===== src/rtl/gpio_padcfg_bank.sv =====
module gpio_padcfg_bank #(
  parameter int NPIN = 8,
  parameter int AW = 4,
  parameter logic [NPIN-1:0] DEN_RST = NPIN'('h0C)
) (
  input  logic            clk,
  input  logic            rst_n,
  input  logic [AW-1:0]   addr,
  input  logic            wr_en,
  input  logic [NPIN-1:0] wdata,
  output logic [NPIN-1:0] rdata,
  output logic [NPIN-1:0] pad_dir,
  output logic [NPIN-1:0] pad_alt,
  output logic [NPIN-1:0] pad_den,
  output logic [NPIN-1:0] pad_od_out,
  output logic [NPIN-1:0] pad_od_in,
  output logic [NPIN-1:0] pad_pu,
  output logic [NPIN-1:0] pad_pd,
  output logic [NPIN-1:0] pad_drv2,
  output logic [NPIN-1:0] pad_drv4,
  output logic [NPIN-1:0] pad_drv8,
  output logic [NPIN-1:0] pad_slew
);
  localparam logic [AW-1:0] A_DIR = AW'(0);
  localparam logic [AW-1:0] A_ALT = AW'(1);
  localparam logic [AW-1:0] A_ODE = AW'(2);
  localparam logic [AW-1:0] A_DEN = AW'(3);
  localparam logic [AW-1:0] A_PUP = AW'(4);
  localparam logic [AW-1:0] A_PDN = AW'(5);
  localparam logic [AW-1:0] A_D2  = AW'(6);
  localparam logic [AW-1:0] A_D4  = AW'(7);
  localparam logic [AW-1:0] A_D8  = AW'(8);
  localparam logic [AW-1:0] A_SLW = AW'(9);

  logic [NPIN-1:0] dir_q, alt_q, ode_q, den_q, pup_q, pdn_q, d2_q, d4_q, d8_q, slw_q;

  always_ff @(posedge clk or negedge rst_n) begin
    if (!rst_n) begin
      dir_q <= '0;
      alt_q <= '0;
      ode_q <= '0;
      den_q <= DEN_RST;
      pup_q <= '0;
      pdn_q <= '0;
      d2_q  <= '1;
      d4_q  <= '0;
      d8_q  <= '0;
      slw_q <= '0;
    end else if (wr_en) begin
      case (addr)
        A_DIR: dir_q <= wdata;
        A_ALT: alt_q <= wdata;
        A_ODE: ode_q <= wdata;
        A_DEN: den_q <= wdata;
        A_SLW: slw_q <= wdata;
        A_PUP: begin
          pup_q <= wdata;
          pdn_q <= pdn_q & ~wdata;
        end
        A_PDN: begin
          pdn_q <= wdata;
          pup_q <= pup_q & ~wdata;
        end
        A_D2: begin
          d2_q <= d2_q | wdata;
          d4_q <= d4_q & ~wdata;
          d8_q <= d8_q & ~wdata;
        end
        A_D4: begin
          d4_q <= d4_q | wdata;
          d2_q <= d2_q & ~wdata;
          d8_q <= d8_q & ~wdata;
        end
        A_D8: begin
          d8_q <= d8_q | wdata;
          d2_q <= d2_q & ~wdata;
          d4_q <= d4_q & ~wdata;
        end
        default: ;
      endcase
    end
  end

  always_comb begin
    case (addr)
      A_DIR:   rdata = dir_q;
      A_ALT:   rdata = alt_q;
      A_ODE:   rdata = ode_q;
      A_DEN:   rdata = den_q;
      A_PUP:   rdata = pup_q;
      A_PDN:   rdata = pdn_q;
      A_D2:    rdata = d2_q;
      A_D4:    rdata = d4_q;
      A_D8:    rdata = d8_q;
      A_SLW:   rdata = slw_q;
      default: rdata = '0;
    endcase
  end

  assign pad_dir    = dir_q;
  assign pad_alt    = alt_q;
  assign pad_den    = den_q;
  assign pad_od_out = ode_q & dir_q;
  assign pad_od_in  = ode_q & ~dir_q;
  assign pad_pu     = pup_q;
  assign pad_pd     = pdn_q;
  assign pad_drv2   = d2_q;
  assign pad_drv4   = d4_q;
  assign pad_drv8   = d8_q;
  assign pad_slew   = slw_q & d8_q;

  AST_PULL_EXCL: assert property (@(posedge clk) disable iff (!rst_n) (pad_pu & pad_pd) == '0);
  AST_PDN_LOAD: assert property (@(posedge clk) disable iff (!rst_n)
    (wr_en && addr == A_PDN) |=> (pad_pd == $past(wdata)));
  AST_SLEW_DROP: assert property (@(posedge clk) disable iff (!rst_n)
    (wr_en && addr == A_D2) |=> ((pad_slew & $past(wdata)) == '0));
  AST_UNMAPPED_HOLD: assert property (@(posedge clk) disable iff (!rst_n)
    (wr_en && addr > A_SLW) |=> $stable({dir_q, alt_q, ode_q, den_q, pup_q, pdn_q, d2_q, d4_q, d8_q, slw_q}));
  AST_IDLE_HOLD: assert property (@(posedge clk) disable iff (!rst_n)
    !wr_en |=> $stable({dir_q, alt_q, ode_q, den_q, pup_q, pdn_q, d2_q, d4_q, d8_q, slw_q}));

  for (genvar i = 0; i < NPIN; i++) begin : g_drv_chk
    AST_DRV_ONE: assert property (@(posedge clk) disable iff (!rst_n)
      $countones({pad_drv2[i], pad_drv4[i], pad_drv8[i]}) == 1);
  end
endmodule


===== config.mk =====
export PLATFORM = sky130hd
export DESIGN_NAME = gpio_padcfg_bank
export DESIGN_NICKNAME = d
export VERILOG_FILES = /design/src/rtl/gpio_padcfg_bank.sv
export SDC_FILE = /design/constraint.sdc
export NUM_CORES = 1
export LEC_CHECK = 0
export BUFFER_PORTS_ARGS = -buffer_cell sky130_fd_sc_hd__clkbuf_2
export CAP_MARGIN = 40
export CORE_UTILIZATION = 47
export CTS_BUF_LIST = sky130_fd_sc_hd__clkbuf_16
export DETAILED_ROUTE_END_ITERATION = 10
export PLACE_DENSITY_LB_ADDON = 0.3
export SETUP_SLACK_MARGIN = 0.15
export SYNTH_ARGS = -nofsm -noshare
export SYNTH_HDL_FRONTEND = slang
export SYNTH_SLANG_ARGS = --single-unit

===== constraint.sdc =====
create_clock -name clk -period 1.5 [get_ports clk]
set_input_delay 0.225 -clock clk [delete_from_list [all_inputs] [get_ports clk]]
set_output_delay 0.225 -clock clk [all_outputs]
set_load 0.05 [all_outputs]

Yosys cells after proc, flatten, opt, wreduce, memory -nomap -nowiden
Index checks and enable logic that the tools add are counted.
Word-level totals
  register bits: 80
  word-level logic and storage cells: 55
Cells by class
  equal/unequal tests: 9
  muxes and demuxes: 6
  bitwise gates (word level): 13
  reductions and logical operators: 17
Operators with widths (count)
  case mux 8 bit (10 select lines): 1
  case mux 8 bit (2 select lines): 5
  AND 8 bit: 8
  bitwise OR 8 bit: 3
  AND reduction 2 bit: 9
  equality test 4 x 3 -> 1 bit, second input constant: 4
  inverter 8 bit: 2
  equality test 4 x 2 -> 1 bit, second input constant: 2
  equality test 4 bit, second input constant: 2
  nonzero test 2 bit: 4
  OR reduction 2 bit: 3
  equality test 4 x 1 -> 1 bit, second input constant: 1
  logical NOT 4 bit: 1

Depth between registers and ports, before layout
Gate-level depths: netlist (run 1).
  word-level depth: 4
  gate-level depth with buffers: 6
  mapped depth without buffers: 4

Least setup slack after synthesis (run 1)
OpenSTA, ideal clock, no wires.
  path type: input port to output port
  from: input addr[2]
  to: output rdata[5]
  data arrival time: 1780 ps
  data required time: 1275 ps
  setup slack: -505 ps
  stages on the path: 6
  buffers on the path: 2
  path through: buf_2 -> clkbuf_1 -> nand3b_1 -> a21oi_1 -> a21oi_1 -> o211ai_1
On the way
  longest elaborated chain between the ends: 2
RTL lines
  start, declared: line 8  | input logic [AW-1:0] addr,
  equality test 4 bit, or another cell as far along: line 85  | case (addr)
  case mux 8 bit (10 select lines) *: line 85
  end, declared: line 11  | output logic [NPIN-1:0] rdata,
Every way passes the cells marked *; elsewhere a longest branch is shown, timed or not.

Worst setup path in the final report (run 1)
  from: register dir_q[3] (netlist: pad_dir[3])
  to: output rdata[3]
On the way
  longest elaborated chain between the ends: 1
RTL lines
  start, declared: line 35  | logic [NPIN-1:0] dir_q, alt_q, ode_q, den_q, pup_q, pdn_q, d2_q, d4_q, d8_q, slw_q;
  start signal, assigned: line 51  | A_DIR: dir_q <= wdata;
  case mux 8 bit (10 select lines): line 85
No other way between the ends.

==> qor.csv, run 1 <==
metric,value,unit
multiInputGateArea,2240,um^2
syn_inst,378,
seq_area,2050,um^2
fin_ws,-0.583,ns
yosys.area.top_type_share,43.5,%
p_per_area,1480,nW/um^2
cts_htree_levels,3,
crit_fanout,2,
cpPeakStageDelay,0.40,ns
slew_headroom,56.8,%
leakage,3.38,nW
clk_pin_slew,0.06,ns
clk_path_buf_depth,2,
status,"complete, but fails checks",
finClkSkew,0,ns
yosysSeqAreaShare,50.0,%
finalCritPeriodShare,139,%
synthesis.nets,393,
r2r-end,pad_dir[3]$_DFFE_PN0P_,
synthTopCellsByArea,"dfrtp_1 43%, mux2_2 12%, dfstp_2 6.5%, o21ai_0 5.2%, a22o_1 3.9%",
p_total,10.7,mW
grt_pass1_wl,24900,um
avgSynthCellArea,10.7,um^2
max_freq,480,MHz
cts_root_buffer,clkbuf_16,
cts_buffers,9,
holdPathEnd,pad_pu[4]$_DFFE_PN0P_,
antenna_found_initial,0,
arrival,1.86,ns
async_flop_share,100,%
dieArea,8940,um^2
rsz0062_at_grt,true,
r2r_start,pad_dir[3]$_DFFE_PN0P_,
wl_met3,1910,um
finalSetupTns,-4.45,ns
synth_flop_cell,dfrtp_1,
syn_to_final_growth,79.6,%
die_x,94.6,um
ys_types,34,
drc,0,
peakVddDrop,1.24,mV
min_period,2.08,ns
routabilityCongestion,0.923,
drt_iter0_drc,569,
grt_use_total,38.0,%
avgRoutedWirePerCell,25.5,um
worstHoldPathType,input port to flop,
drt-vias-per-instance,6.45,
cp-start-kind,flop,
vias,4630,
reg2reg_depth,5,
setup_viol,16,
synth_warnings,0,
die-height,94.6,um
min-delay-start,wdata[4],
wl_met1,6580,um
violations,negative setup slack,
worst_slew_pin_slew,0.646,ns
grt_pass1_vias,4536,
cp.required,1.27,ns
yosysTopAreaCell,dfrtp_1,
routed_wl,18300,um
portBuffers,110,
grt_overflow,0,
ant_nets,0,
endpoint_kind,output port,
hpwl,9840,um
rrSetupSlack,0.22,ns
ios,111,
final_max_slew_viol_count,0,
cpLargestDelayFamily,compound AO/OA/AOI/OAI gates,
whs,0.327,ns
cts_tree,built,
placed_cells,684,
synth_edf_count,0,
hold_viol,0,
hold_depth,2,
fillers,336,
max_cap_viol_count,0,
ys_ff_latch,80,
crit_slowest_cell,dfrtp_2,
top_layer,met4,
crit_chain,mux2_4 -> a32oi_1 -> o211ai_1 -> a211o_2 -> buf_8,
insertion_delay,0.35,ns
synth.most_common_cell,dfrtp_1,
wl_met2,8700,um
core,8260,um^2
start_util,48.8,%
synth_area,4030,um^2
antenna_cells,0,
worst-path-buf-inv,1,
grt_max_degree,31,
nets,623,
num_rows,33,
path_class,flop to output port,
first_pass_iters,6,
drive_gt1_share,68.4,%
fin_cells,718,
synthTopCellsByCount,"70 x dfrtp_1, 44 x mux2_2, 42 x o21ai_0",
cts.sinks,80,
[per-stage QoR]
step / util, % / setup WS, ns / cell area (um^2)
6_report: 87.6 / -0.583 / 7230
5_1_grt: 87.6 / -0.615 / 7230
4_1_cts: 83.9 / -0.480 / 6930
3_5_place_dp: 69.0 / -0.484 / 5700
3_3_place_gp: 69.0 / -0.472 / 5700
2_1_floorplan: - / -0.445 / 4170
[kinds of logic (layout without fill, tap and decap cells)]
group / after synthesis / count (layout) / synth area share [%]
DFF: 80 / 80 / 50.0
and+or+nand+nor: 109 / 110 / 14.8
AOI/OAI and AO/OA: 101 / 101 / 16.5
muxes: 56 / 56 / 15.3
buffers and inverters: 32 / 266 / 3.42
[metal layers]
| metal | vias to the layer above | track usage (%) |
|---|---|---|
| li1 | 1847 | - |
| met1 | 2283 | 47.8 |
| met2 | 396 | 59.5 |
| met3 | 104 | 8.29 |
| met4 | 0 | 24.1 |
| met5 | - | 0 |
[how the worst max path moves through the flow]
stage                          end  depth (start not counted)  slack, ns              startpoint
after floorplan           rdata[5]                          3      -0.45                    flop
after global placement    rdata[4]                          7      -0.47                 addr[0]
after detailed placement  rdata[0]                          6      -0.48                 addr[2]
after CTS                 rdata[3]                          5      -0.48  pad_dir[3]$_DFFE_PN0P_
after global routing      rdata[2]                          4      -0.61                    flop
final                     rdata[3]                          5      -0.58  pad_dir[3]$_DFFE_PN0P_
[layout by cell type, fill, tap and decap left out, types with 3 or more instances in the layout]
cell | Yosys | routed
buf_8 | 0 | 15
and3b_2 | 0 | 3
nor2b_4 | 0 | 12
nor3_1 | 8 | 7
o21ai_2 | 0 | 3
buf_2 | 10 | 25
nand3_1 | 8 | 6
a22o_1 | 18 | 18
o211ai_1 | 10 | 10
clkbuf_4 | 0 | 6
o21ai_0 | 42 | 22
and2_4 | 0 | 18
dfrtp_2 | 0 | 26
or4_4 | 0 | 6
mux2i_1 | 12 | 11
o21ai_1 | 0 | 17
nand3b_1 | 4 | 4
mux2_2 | 44 | 42
o22ai_1 | 5 | 5
buf_4 | 1 | 93
nand2_1 | 29 | 28
buf_6 | 0 | 45
buf_12 | 0 | 9
nor2_1 | 14 | 11
clkbuf_2 | 1 | 31
clkinv_2 | 0 | 3
dfrtp_1 | 70 | 44
clkbuf_16 | 0 | 31
dfstp_2 | 10 | 10
a22oi_2 | 0 | 15
[what timing repair did]
| action | CTS | global route |
|---|---|---|
| pin swaps | 16 | 42 |
| hold endpoints to repair | 20 | 0 |
| resized for setup | 187 | 123 |
| gates cloned | 1 | 1 |
| endpoints found under the setup margin | 78 | 135 |
| buffers inserted | 6 | 9 |
| hold buffers | 1 | 0 |
[report_power, final]
part,internal (mW),leakage [nW],switching (mW)
Clock,1.27,0.142,0.922
Sequential,2.69,0.951,0.446
Combinational,2.30,2.29,3.06
[cell type report]
cell class,count,share of cell area (%)
clock buffer,9,3.11
clock inverter,7,0.882
tap,105,1.82
multi-input combinational,267,30.9
inverter,1,0.0519
timing repair buffer,249,34.9
sequential,80,28.3
Power figures use the tool's default switching activity.
==> run 2: changes to the inputs <==
Settings changed: REMOVE_ABC_BUFFERS set to 1.
==> run 2 against run 1 <==
The flow still finishes with violations (negative setup slack). Largest power group unchanged. Final cell count up 0.97%. Critical path type unchanged. Highest routed layer unchanged. Wire length is 8.7% lower. Critical path depth stayed put.
==> qor.csv, run 2 (synthesized netlist as in run 1, its figures left out) <==
metric,value,unit
seq_power_share,29.1,%
combPwrFrac,48.6,%
path_class,flop to output port,
grt_overflow,0,
critical_path_depth,5,
insertion_delay,0.34,ns
setup_viol,10,
arrival,1.82,ns
first_pass_iters,5,
final_max_slew_viol_count,0,
rsz0062_at_grt,true,
max_cap_viol_count,0,
drt-vias-per-instance,6.17,
p_int,6.32,mW
cpPeakStageDelay,0.38,ns
antenna_cells,0,
p_per_area,1490,nW/um^2
core,8260,um^2
cp-start-kind,flop,
cp.required,1.27,ns
swShare,40.2,%
finClkSkew,0,ns
cts_htree_levels,3,
cpLargestDelayFamily,compound AO/OA/AOI/OAI gates,
place_ws,-0.481,ns
portBuffers,110,
clk_path_buf_depth,2,
routed_wl,16700,um
drt_iter0_drc,436,
violations,negative setup slack,
fin_ws,-0.549,ns
syn_to_final_growth,76.5,%
power_frac_clock,22.3,%
clk_pin_slew,0.06,ns
grt_pass1_vias,4338,
ios,111,
final_common_cell,buf_4,
reg2reg_depth,4,
avgRoutedWirePerCell,23.0,um
layout_common_cells,"112 x buf_4, 70 x dfrtp_1, 43 x mux2_2, 41 x clkbuf_2, 40 x buf_6",
cts_buffers,9,
hpwl,9860,um
leakage,3.40,nW
finalCritPeriodShare,137,%
nets,630,
hold_depth,2,
cts_root_buffer,clkbuf_16,
grt_max_degree,81,
finalSetupTns,-3.96,ns
utilization,86.1,%
drc,0,
max_freq,488,MHz
slew_headroom,67.8,%
endpoint_kind,output port,
cts.sinks,80,
grt_pass1_wl,23700,um
routabilityCongestion,0.969,
vias,4470,
netSwitchingPower,4.24,mW
fillers,371,
ant_nets,0,
grt_use_total,35.9,%
min_period,2.05,ns
worstHoldPathType,input port to flop,
peakVddDrop,0.997,mV
crit_fanout,2,
dieArea,8940,um^2
cts_tree,built,
worst-path-buf-inv,1,
whs,0.315,ns
start_util,48.8,%
status,"complete, but fails checks",
num_rows,33,
die_x,94.6,um
crit_slowest_cell,dfrtp_1,
drive_gt1_share,61.1,%
worst_slew_pin_slew,0.483,ns
crit_chain,mux2_4 -> a32oi_1 -> o211ai_1 -> a211o_1 -> buf_12,
antenna_found_initial,0,
hold_viol,0,
die-height,94.6,um
[run 2: layout make-up]
type | instances | area [um^2] | area share (%)
tap | 105 | 131 | 1.85
inverter | 1 | 3.75 | 0.0528
clock buffer | 9 | 225 | 3.17
multi-input combinational | 266 | 2100 | 29.6
sequential | 80 | 2010 | 28.3
timing repair buffer | 257 | 2540 | 35.8
clock inverter | 7 | 88.8 | 1.25
[run 2: worst paths after layout]
path                                         from                     to  slack, ns
min in group asynchronous                   rst_n              async pin       0.45
min reg2reg                                  flop                   flop       0.49
max                        pad_dir[3]$_DFFE_PN0P_               rdata[3]      -0.55
max reg2reg                  slw_q[2]$_DFFE_PN0P_   slw_q[2]$_DFFE_PN0P_       0.39
max in group asynchronous                   rst_n              async pin       0.68
min                                      wdata[5]  pad_pd[5]$_DFFE_PN0P_       0.32
[run 2: metal layers]
metal,wire length (um),track usage (%),up-vias
met2,8140,59.4,338
li1,-,-,1867
met3,1520,6.36,114
met4,1160,20.5,0
met1,5880,44.4,2151
met5,0,0,-
[run 2: what timing repair did]
item / CTS / global route
resized for setup: 176 / 92
pin swaps: 17 / 24
endpoints found under the hold margin: 70 / 0
buffers inserted: 8 / 16
endpoints found under the setup margin: 84 / 105
gates cloned: 0 / 0
hold buffers: 1 / 0
[run 2: metrics by stage]
step / instances / total power [mW] / area [um^2]
3_3_place_gp: 684 / 6.88 / 5580
5_1_grt: 725 / 10.9 / 7110
3_5_place_dp: 684 / 6.97 / 5580
6_report: 725 / 10.6 / 7110
4_1_cts: 709 / 10.1 / 6800
2_1_floorplan: 347 / 5.41 / 3890
[run 2: worst reg2reg max path: stages (launching register included)]
cell	delay, ns
dfrtp_1	0.41
buf_6	0.13
buf_6	0.11
buf_6	0.10
mux2_2	0.25
[run 2: power by group through the flow]
stage / sequential (mW) / combinational, mW / clock, mW
after floorplan: 4.26 / 1.16 / 0
after global placement: 3.02 / 3.86 / 0
after detailed placement: 3.03 / 3.93 / 0
after CTS: 3.03 / 4.75 / 2.34
after global routing: 3.11 / 5.33 / 2.44
final: 3.07 / 5.14 / 2.36
